[config.mk]
export PLATFORM = sky130hd
export DESIGN_NAME = stair_gate_seq
export DESIGN_NICKNAME = d
export VERILOG_FILES = /design/src/rtl/stair_pkg.sv /design/src/rtl/stair_phase_acc.sv /design/src/rtl/stair_level_map.sv /design/src/rtl/stair_pattern_sel.sv /design/src/rtl/stair_gate_seq.sv
export SDC_FILE = /design/constraint.sdc
export NUM_CORES = 1
export LEC_CHECK = 0
export ABC_AREA = 1
export BUFFER_PORTS_ARGS = -buffer_cell sky130_fd_sc_hd__buf_2
export CAP_MARGIN = 10
export CORE_MARGIN = 4
export CORE_UTILIZATION = 45
export CTS_BUF_LIST = sky130_fd_sc_hd__clkbuf_2 sky130_fd_sc_hd__clkbuf_4 sky130_fd_sc_hd__clkbuf_8
export CTS_CLUSTER_DIAMETER = 150
export DETAILED_ROUTE_END_ITERATION = 7
export PLACE_DENSITY_LB_ADDON = 0.12
export SYNTH_ARGS = -nofsm -noshare
export SYNTH_HDL_FRONTEND = slang
export SYNTH_SLANG_ARGS = --single-unit
[constraint.sdc]
create_clock -name clk -period 13.85 [get_ports clk]
set_input_delay 0 -clock clk [delete_from_list [all_inputs] [get_ports clk]]
set_output_delay 0 -clock clk [all_outputs]
set_load 0.02 [all_outputs]
[src/rtl/stair_pkg.sv]
package stair_pkg;
    localparam int NCELL  = 4;                 // switch pairs per limb
    localparam int NLEVEL = NCELL + 1;         // output levels
    localparam int NMID   = NCELL - 1;         // levels with redundant states
    localparam int NSEQ   = NCELL;             // entries in a balancing pattern
    localparam int SEQ_W  = NMID * NCELL;      // bits per entry
    localparam int PAT_W  = NSEQ * SEQ_W;      // bits per pattern
    localparam int LVL_W  = $clog2(NLEVEL);
    localparam int CYC_W  = $clog2(NSEQ);
    localparam int MID_IW = $clog2(NMID);

    typedef logic [NCELL-1:0] gate_t;
    typedef logic [LVL_W-1:0] lvl_t;
    typedef logic [CYC_W-1:0] cyc_t;
endpackage

[src/rtl/stair_phase_acc.sv]
module stair_phase_acc
    import stair_pkg::*;
#(
    parameter int PHASE_W = 16,
    parameter int A1_MDEG = 26130,
    parameter int A2_MDEG = 60970
) (
    input  logic               clk,
    input  logic               rst,
    input  logic [PHASE_W-1:0] phase_inc,
    input  logic [PHASE_W-1:0] angle_lo,
    input  logic [PHASE_W-1:0] angle_hi,
    output logic [PHASE_W-1:0] phase_nx,
    output logic [PHASE_W-1:0] a1_nx,
    output logic [PHASE_W-1:0] a2_nx,
    output cyc_t               cyc_nx,
    output cyc_t               cyc_cur
);
    timeunit 1ns;
    timeprecision 1ps;

    localparam longint A1_L = (longint'(A1_MDEG) << PHASE_W) / 360000;
    localparam longint A2_L = (longint'(A2_MDEG) << PHASE_W) / 360000;
    localparam logic [PHASE_W-1:0] DEF_A1 = PHASE_W'(A1_L);
    localparam logic [PHASE_W-1:0] DEF_A2 = PHASE_W'(A2_L);

    typedef struct packed {
        logic [PHASE_W-1:0] phase;
        logic [PHASE_W-1:0] a1;
        logic [PHASE_W-1:0] a2;
        cyc_t               cyc;
    } acc_t;

    acc_t acc_d, acc_q;
    logic [PHASE_W:0] sum;

    always_comb begin
        acc_d     = acc_q;
        sum       = {1'b0, acc_q.phase} + {1'b0, phase_inc};
        acc_d.phase = sum[PHASE_W-1:0];
        if (sum[PHASE_W]) begin
            acc_d.cyc = acc_q.cyc + cyc_t'(1);
            acc_d.a1  = angle_lo;
            acc_d.a2  = angle_hi;
        end
    end

    always_ff @(posedge clk) begin
        if (rst) begin
            acc_q.phase <= '0;
            acc_q.a1    <= DEF_A1;
            acc_q.a2    <= DEF_A2;
            acc_q.cyc   <= '0;
        end else begin
            acc_q <= acc_d;
        end
    end

    assign phase_nx = acc_d.phase;
    assign a1_nx    = acc_d.a1;
    assign a2_nx    = acc_d.a2;
    assign cyc_nx   = acc_d.cyc;
    assign cyc_cur  = acc_q.cyc;
endmodule

[src/rtl/stair_level_map.sv]
module stair_level_map
    import stair_pkg::*;
#(
    parameter int PHASE_W = 16
) (
    input  logic [PHASE_W-1:0] phase,
    input  logic [PHASE_W-1:0] a1,
    input  logic [PHASE_W-1:0] a2,
    output lvl_t               level
);
    timeunit 1ns;
    timeprecision 1ps;

    localparam logic [PHASE_W-1:0] HALF    = {1'b1, {(PHASE_W-1){1'b0}}};
    localparam lvl_t               MID_LVL = lvl_t'(NCELL / 2);

    logic [PHASE_W-1:0] x_in_half;
    logic [PHASE_W-1:0] x_mirror;
    logic               neg_half;
    logic               late_quarter;
    logic [1:0]         mag;

    always_comb begin
        neg_half     = phase[PHASE_W-1];
        late_quarter = phase[PHASE_W-2];
        x_in_half    = {1'b0, phase[PHASE_W-2:0]};
        x_mirror     = HALF - x_in_half;
        if (!late_quarter) begin
            // rising edge of the half wave: steps taken at a1, a2
            if (x_in_half >= a2)      mag = 2'd2;
            else if (x_in_half >= a1) mag = 2'd1;
            else                      mag = 2'd0;
        end else begin
            // falling edge: steps at the mirrored angles
            if (x_mirror > a2)        mag = 2'd2;
            else if (x_mirror > a1)   mag = 2'd1;
            else                      mag = 2'd0;
        end
        level = neg_half ? (MID_LVL - lvl_t'(mag)) : (MID_LVL + lvl_t'(mag));
    end
endmodule

[src/rtl/stair_pattern_sel.sv]
module stair_pattern_sel
    import stair_pkg::*;
(
    input  logic             clk,
    input  logic             rst,
    input  lvl_t             level_nx,
    input  cyc_t             cyc_nx,
    input  logic [PAT_W-1:0] pattern,
    output gate_t            gate_cur
);
    timeunit 1ns;
    timeprecision 1ps;

    localparam lvl_t TOP_LVL = lvl_t'(NCELL);

    typedef struct packed {
        logic  armed;
        cyc_t  sel;
        gate_t gate;
    } sel_t;

    sel_t sel_d, sel_q;
    gate_t tbl [NSEQ][NMID];
    lvl_t  mid_full;
    logic [MID_IW-1:0] mid_idx;

    for (genvar s = 0; s < NSEQ; s++) begin : g_seq
        for (genvar m = 0; m < NMID; m++) begin : g_mid
            assign tbl[s][m] = pattern[s*SEQ_W + m*NCELL +: NCELL];
        end
    end

    always_comb begin
        sel_d    = sel_q;
        mid_full = level_nx - lvl_t'(1);
        mid_idx  = mid_full[MID_IW-1:0];
        if (level_nx == '0) begin
            // bottom plateau: the only point where no redundant state is in use
            sel_d.armed = 1'b1;
            sel_d.sel   = cyc_nx + cyc_t'(1);
        end
        if (!sel_d.armed || level_nx == '0) begin
            sel_d.gate = '0;
        end else if (level_nx >= TOP_LVL) begin
            sel_d.gate = '1;
        end else begin
            sel_d.gate = tbl[sel_d.sel][mid_idx];
        end
    end

    always_ff @(posedge clk) begin
        if (rst) begin
            sel_q <= '0;
        end else begin
            sel_q <= sel_d;
        end
    end

    assign gate_cur = sel_q.gate;
endmodule

[src/rtl/stair_gate_seq.sv]
module stair_gate_seq
    import stair_pkg::*;
#(
    parameter int PHASE_W = 16,
    parameter int A1_MDEG = 26130,
    parameter int A2_MDEG = 60970
) (
    input  logic               clk,
    input  logic               rst,
    input  logic [PHASE_W-1:0] phase_inc,
    input  logic [PHASE_W-1:0] angle_lo,
    input  logic [PHASE_W-1:0] angle_hi,
    input  logic [PAT_W-1:0]   pattern,
    output logic [NCELL-1:0]   gate_state,
    output logic [CYC_W-1:0]   cycle_idx
);
    timeunit 1ns;
    timeprecision 1ps;

    logic [PHASE_W-1:0] phase_nx;
    logic [PHASE_W-1:0] a1_nx;
    logic [PHASE_W-1:0] a2_nx;
    cyc_t               cyc_nx;
    cyc_t               cyc_cur;
    lvl_t               level_nx;
    gate_t              gate_cur;

    stair_phase_acc #(
        .PHASE_W (PHASE_W),
        .A1_MDEG (A1_MDEG),
        .A2_MDEG (A2_MDEG)
    ) u_acc (
        .clk       (clk),
        .rst       (rst),
        .phase_inc (phase_inc),
        .angle_lo  (angle_lo),
        .angle_hi  (angle_hi),
        .phase_nx  (phase_nx),
        .a1_nx     (a1_nx),
        .a2_nx     (a2_nx),
        .cyc_nx    (cyc_nx),
        .cyc_cur   (cyc_cur)
    );

    stair_level_map #(
        .PHASE_W (PHASE_W)
    ) u_map (
        .phase (phase_nx),
        .a1    (a1_nx),
        .a2    (a2_nx),
        .level (level_nx)
    );

    stair_pattern_sel u_sel (
        .clk      (clk),
        .rst      (rst),
        .level_nx (level_nx),
        .cyc_nx   (cyc_nx),
        .pattern  (pattern),
        .gate_cur (gate_cur)
    );

    assign gate_state = gate_cur;
    assign cycle_idx  = cyc_cur;
endmodule

[Word-level counts from Yosys, hierarchy flattened]
Index checks and enable logic that the tools add are counted.
Cells by class
  $add $sub $neg: 7
  order comparisons: 7
  multiplexer cells: 15
  bitwise operators: 2
  reduce and logical (&&, ||, !) cells: 4
Operators with widths (count)
  $mux W34: 1
  $ge A15 B16 Y1: 2
  $gt A16 B16 Y1: 2
  $bmux W12 S2: 1
  $mux W12: 2
  $add A16 B16 Y17: 1
  $sub A16 B15 Y16 const A: 1
  $mux W4: 3
  $ge A3 B3 Y1 const B: 3
  $bmux W4 S2: 1
  $mux W2: 3
  $mux W3: 2
  $not A2 Y3: 2
  $add A2 B1 Y2 const B: 2
  $add A2 B2 Y3 const A: 1
  $logic_not A3 Y1: 1
  $sub A2 B2 Y3 const A: 1
  $mux W1: 2
  $reduce_or A2 Y1: 1
  $sub A2 B1 Y2 const B: 1
  $logic_not A1 Y1: 1
  $logic_or A1 B1 Y1: 1
Word-level totals
  register bits after elaboration: 57
  input bits: 98
  output and inout bits: 6
  word-level logic and storage cells: 42

[Longest topological paths before layout]
  depth after elaboration: 18
  depth in mapped cells: 42

[Modules after synthesis]
From an unflattened synthesis, not the netlist that was laid out.
Second synthesis, totals
  cells, all modules: 970
  area, all modules: 5869.4 um^2
By module, submodules not included
  stair_phase_acc: instances 1, cells each 479, area each 2991.6 um^2, sequential area each 1001.0 um^2
  stair_level_map: instances 1, cells each 310, area each 1923.1 um^2, sequential area each 0.0 um^2
  stair_pattern_sel: instances 1, cells each 181, area each 954.7 um^2, sequential area each 140.1 um^2

[Least setup slack after synthesis]
OpenSTA, ideal clock, no wires.
  path type: reg-to-reg
  start point: reg u_acc.acc_q[34] in the netlist's numbering
  end point: reg u_sel.sel_q (netlist bit u_sel.gate_cur[1])
  arrival time: 4.775 ns
  required time: 13.730 ns
  path slack: 8.955 ns
  cell stages (with the launch flop): 37
  cells stage by stage: dfxtp_1 > ha_1 > inv_1 > fa_1 > ha_1 > inv_1 > nor3_1 > nand3_1 > nor2_1 > nand3_1 > nor2_1 > nand2_1 > nor2_1 > xor2_1 > inv_1 > ha_1 > nand4_1 > nor3_1 > nand2_1 > nand2_1 > nand2_1 > nand2_2 > inv_1 > nand2_1 > nand2_2 > ha_1 > nand3_1 > nand2_1 > ha_1 > nand3_4 > nand2_4 > buf_2 > nand3_1 > nand3_1 > nand3_1 > nand3_1 > a21oi_1
On the way
  longest elaborated chain between the ends: 18
Ends and longest elaborated chain
  start: declaration: line stair_phase_acc.sv:34  | acc_t acc_d, acc_q;
  $add A16 B16 Y17 (*): line stair_phase_acc.sv:39  | sum = {1'b0, acc_q.phase} + {1'b0, phase_inc};
  $sub A16 B15 Y16 / $mux W34 (equally long branches): line stair_level_map.sv:27, stair_phase_acc.sv:41
  $gt A16 B16 Y1 / $ge A15 B16 Y1 (equally long branches): line stair_level_map.sv:36, stair_level_map.sv:31
  $mux W1 (on tied branches): line stair_level_map.sv:36, stair_level_map.sv:31
  $mux W2 (on tied branches): line stair_level_map.sv:35, stair_level_map.sv:30
  $mux W2: line stair_level_map.sv:28  | if (!late_quarter) begin
  $add A2 B2 Y3 / $sub A2 B2 Y3 (equally long branches): line stair_level_map.sv:39  | level = neg_half ? (MID_LVL - lvl_t'(mag)) : (MID_LVL + lvl_t'(mag));
  $mux W3: line stair_level_map.sv:39
  $logic_not A3 Y1: line stair_pattern_sel.sv:37, stair_pattern_sel.sv:42
  $mux W3: line stair_pattern_sel.sv:37  | if (level_nx == '0) begin
  $not A2 Y3 (not written as such): line stair_pattern_sel.sv:47  | sel_d.gate = tbl[sel_d.sel][mid_idx];
  $bmux W12 S2: line stair_pattern_sel.sv:47
  $mux W12 (not written as such) (2 in series): line stair_pattern_sel.sv:47
  $bmux W4 S2: line stair_pattern_sel.sv:47
  $mux W4 (not written as such) (2 in series): line stair_pattern_sel.sv:47
  $mux W4: line stair_pattern_sel.sv:44  | end else if (level_nx >= TOP_LVL) begin
  end signal: assignment: line stair_pattern_sel.sv:55  | sel_q <= sel_d;
  end: declaration: line stair_pattern_sel.sv:22  | sel_t sel_d, sel_q;
Mark *: on every way between the ends. The rest lies on a longest branch, timed or not. The select of a mux whose other input is x is not followed.
A chain may end at the register's enable or synchronous reset.

[Worst setup path after layout]
  start point: reg u_acc.acc_q[36] in the netlist's numbering
  end point: reg u_sel.sel_q (netlist bit u_sel.gate_cur[3])
On the way
  longest elaborated chain between the ends: 18
Ends and longest elaborated chain
  $add A16 B16 Y17 (*): line stair_phase_acc.sv:39
  named net phase_nx[3]: line stair_gate_seq.sv:20  | logic [PHASE_W-1:0] phase_nx;
  $sub A16 B15 Y16: line stair_level_map.sv:27  | x_mirror = HALF - x_in_half;
  $gt A16 B16 Y1: line stair_level_map.sv:36  | else if (x_mirror > a1) mag = 2'd1;
  $mux W1: line stair_level_map.sv:36
  $mux W2: line stair_level_map.sv:35  | if (x_mirror > a2) mag = 2'd2;
  $mux W2 (*): line stair_level_map.sv:28
  $add A2 B2 Y3 / $sub A2 B2 Y3 (equally long branches): line stair_level_map.sv:39
  $mux W3 (*): line stair_level_map.sv:39
  $logic_not A3 Y1: line stair_pattern_sel.sv:37, stair_pattern_sel.sv:42
  $mux W3: line stair_pattern_sel.sv:37
  $not A2 Y3 (not written as such): line stair_pattern_sel.sv:47
  $bmux W12 S2: line stair_pattern_sel.sv:47
  $mux W12 (not written as such) (2 in series): line stair_pattern_sel.sv:47
  $bmux W4 S2: line stair_pattern_sel.sv:47
  $mux W4 (not written as such) (2 in series): line stair_pattern_sel.sv:47
  $mux W4: line stair_pattern_sel.sv:44
Mark *: on every way through the listed nets, which the timed path passes. The rest lies on a longest branch. The select of a mux whose other input is x is not followed.

==> out/qor.yml <==
sta:
  finalSetupViolations: 0
  slew_viol_final: 0
  fin_setup_tns_ps: 0
  fin_crit_ps: 6248
  hold_ws_ps: 19.49
  relSlewSlack_pct: 56.50
  fin_worst_skew_ps: 9.360
  finalHoldViolCount: 0
  fmax_mhz: 160.0
  rsz0062_at_grt: "no"
  worstMarginPinSlew_ps: 651.0
  fin_crit_sh_pct: 45.11
layout:
  utilization_pct: 55.78
  drive_gt1_share_pct: 18.22
  fin_cells: 958
  finish.net_count: 993
  antenna_cells: 0
  area_growth_pct: 20.34
floorplan:
  initial_core_util_pct: 46.35
  dieArea_sq_um: 13030
  core_sq_um: 10940
  die_h_microns: 114.1
  die-width_microns: 114.1
  rows: 38
  ios: 104
route:
  drc_errors: 0
  wire_per_inst_microns: 14.46
  postRouteAntennaNets: 0
  avgViaCountPerCell: 5.176
  wl_microns: 13850
  drt_iter0_drc: 304
  vias: 4959
  drt_first_pass_iters: 5
synthesis:
  seq_area_frac_synth_pct: 22.51
  syn_avg_cell_area_sq_um: 7.314
  synthCells: 693
  synth_ff_type: "dfxtp_1"
  syn-cell-area_sq_um: 5069
  synth_edf_count: 0
  synth_cell_types: 43
  synth-seq-cells: 57
  syn_nets: 871
  ys_warn_count: 0
  async_flop_share_pct: 0
critical_path:
  crit_path_top_delay_cell: "nand4_2"
  slowest_delay_ps: 560
  rrSetupSlack_ps: 7600
  worst_setup_path_start_kind: "register"
  cp-end-kind: "register"
  path_max_fanout: 25
  path_buf_inv: 4
  crit_top_cell: "nand2_1"
  criticalPathCategory: "reg2reg"
  critPathArrivalTime_ps: 6530
  worstPathRequired_ps: 14130
  critPathTopFamily: "simple AND/OR/NAND/NOR gates"
cts:
  cts_tree: "done"
  cts.sinks: 57
  hold_buffers: 29
  clk_latency_ps: 360
  clockBufferDepth: 2
  clk_pin_slew_ps: 70
  post_cts_buffers: 0
  cts_resized: 0
  cts_buffers: 9
  h-tree-depth: 3
  root_buffer: "clkbuf_8"
grt:
  grt_usage_pct: 21.69
  grt_pass1_vias: 4851
  grt_max_degree: 41
  grt_antenna_before_repair: 0
  grt_pass1_wl_microns: 22700
  grt_overflow: 0
place:
  globalplace.congestion: 0.9453
  hpwl_microns: 11010
  port_buffers: 103
  dp_cells: 915
flow_run:
  maxCapViolations: 0
hold_path:
  worst_hold_path_type: "in2reg"
run_status:
  status: "complete, no violations"
## sequential cells by signal, indices dropped and copies added, names as in the netlist
| name | flops |
|---|---|
| u_sel.gate_cur | 4 |
| u_sel.sel_q | 3 |
| u_acc.cyc_cur | 2 |
| u_acc.acc_q | 48 |
## metrics by stage
stage	area (sq um)	setup WS, ps
finish	6100	7602
global route	6100	6934
CTS	6100	7665
detailed placement	5640	7722
global placement	5640	7848
floorplan	5069	8955
## cell usage after synthesis, types with 2 or more instances
library cell | count | area (sq um)
nand2_1 | 124 | 465.5
nand3_1 | 80 | 400.4
ha_1 | 79 | 988.5
inv_1 | 76 | 285.3
nor2_1 | 60 | 225.2
dfxtp_1 | 57 | 1141
a21oi_1 | 43 | 215.2
mux2i_1 | 28 | 280.3
nand3b_1 | 24 | 180.2
xor2_1 | 18 | 157.7
o21ai_0 | 13 | 65.06
buf_4 | 8 | 60.06
nand2_2 | 7 | 43.79
nor3_1 | 7 | 35.03
xnor2_1 | 6 | 52.55
buf_2 | 5 | 25.02
buf_1 | 4 | 15.01
clkbuf_1 | 4 | 15.01
nand2_4 | 4 | 45.04
nand4_1 | 4 | 25.02
a211oi_1 | 3 | 22.52
inv_2 | 3 | 11.26
nand4_2 | 3 | 37.54
nor2_2 | 3 | 18.77
o211ai_1 | 3 | 22.52
or2_2 | 3 | 18.77
a21o_1 | 2 | 15.01
a21oi_2 | 2 | 17.52
a31oi_1 | 2 | 12.51
nand3_4 | 2 | 35.03
o21a_1 | 2 | 15.01
o21ai_2 | 2 | 17.52
o21bai_1 | 2 | 15.01
## per-layer routing
layer | global-route usage [%] | vias up | part of all wire (%)
li1 | - | 2566 | -
met1 | 30.40 | 2251 | 50
met5 | 0 | - | 0
met3 | 4.704 | 17 | 5.3
met4 | 6.097 | 0 | 1.3
met2 | 33.65 | 125 | 44
## cell usage in the layout, fill, tap and decap left out, drive strengths merged, types with 2 or more instances in the layout
master       Yosys  layout
nand2          135     135
buf             18     104
nand3           82      82
ha              79      79
inv             79      79
nor2            63      63
dfxtp           57      57
a21oi           45      45
dlygate4sd3      0      29
mux2i           28      28
nand3b          24      24
xor2            18      18
o21ai           16      16
clkbuf           4      11
nor3             7       7
nand4            7       7
xnor2            6       6
or2              3       3
o211ai           3       3
a211oi           3       3
clkinv           1       3
o21a             2       2
o21bai           2       2
a21o             2       2
a31oi            2       2
## kinds of logic after synthesis
kind of cell,share of synthesized area [%]
flip-flops,22.51
AO/OA/AOI/OAI,8.837
multiplexers,5.752
AND/OR/NAND/NOR,30.44
adder cells (fa/ha/maj),19.90
XOR/XNOR,4.147
buffers and inverters,8.417
## final cells by class
cell class,instances,area [sq um]
inverter,80,300.3
timing repair buffer,133,813.3
multi-input combinational,534,3501
sequential,57,1141
clock inverter,3,17.52
clock buffer,11,151.4
tap,140,175.2
fill,1066,4836
## worst reg2reg max path, delay by kind of cell, from the launching register on
family	cells	cell delay, ps
compound gates	2	290
xor+xnor	2	500
fa+ha+maj	4	1180
buf+inv	4	330
flops	1	300
simple gates	24	3560
## worst paths after layout
| kind | from | to | cells past startpoint |
|---|---|---|---|
| setup reg to reg | u_acc.acc_q[36] | u_sel.gate_cur[3] | 36 |
| setup / recovery | u_acc.acc_q[36] | u_sel.gate_cur[3] | 36 |
| hold / removal | angle_lo[14] | u_acc.acc_q[32] | 3 |
| hold reg to reg | u_sel.sel_q[6] | u_sel.sel_q[6] | 1 |
Power is not shown: default switching activity piles up to over one toggle a cycle in this logic, so the estimate is an artifact.
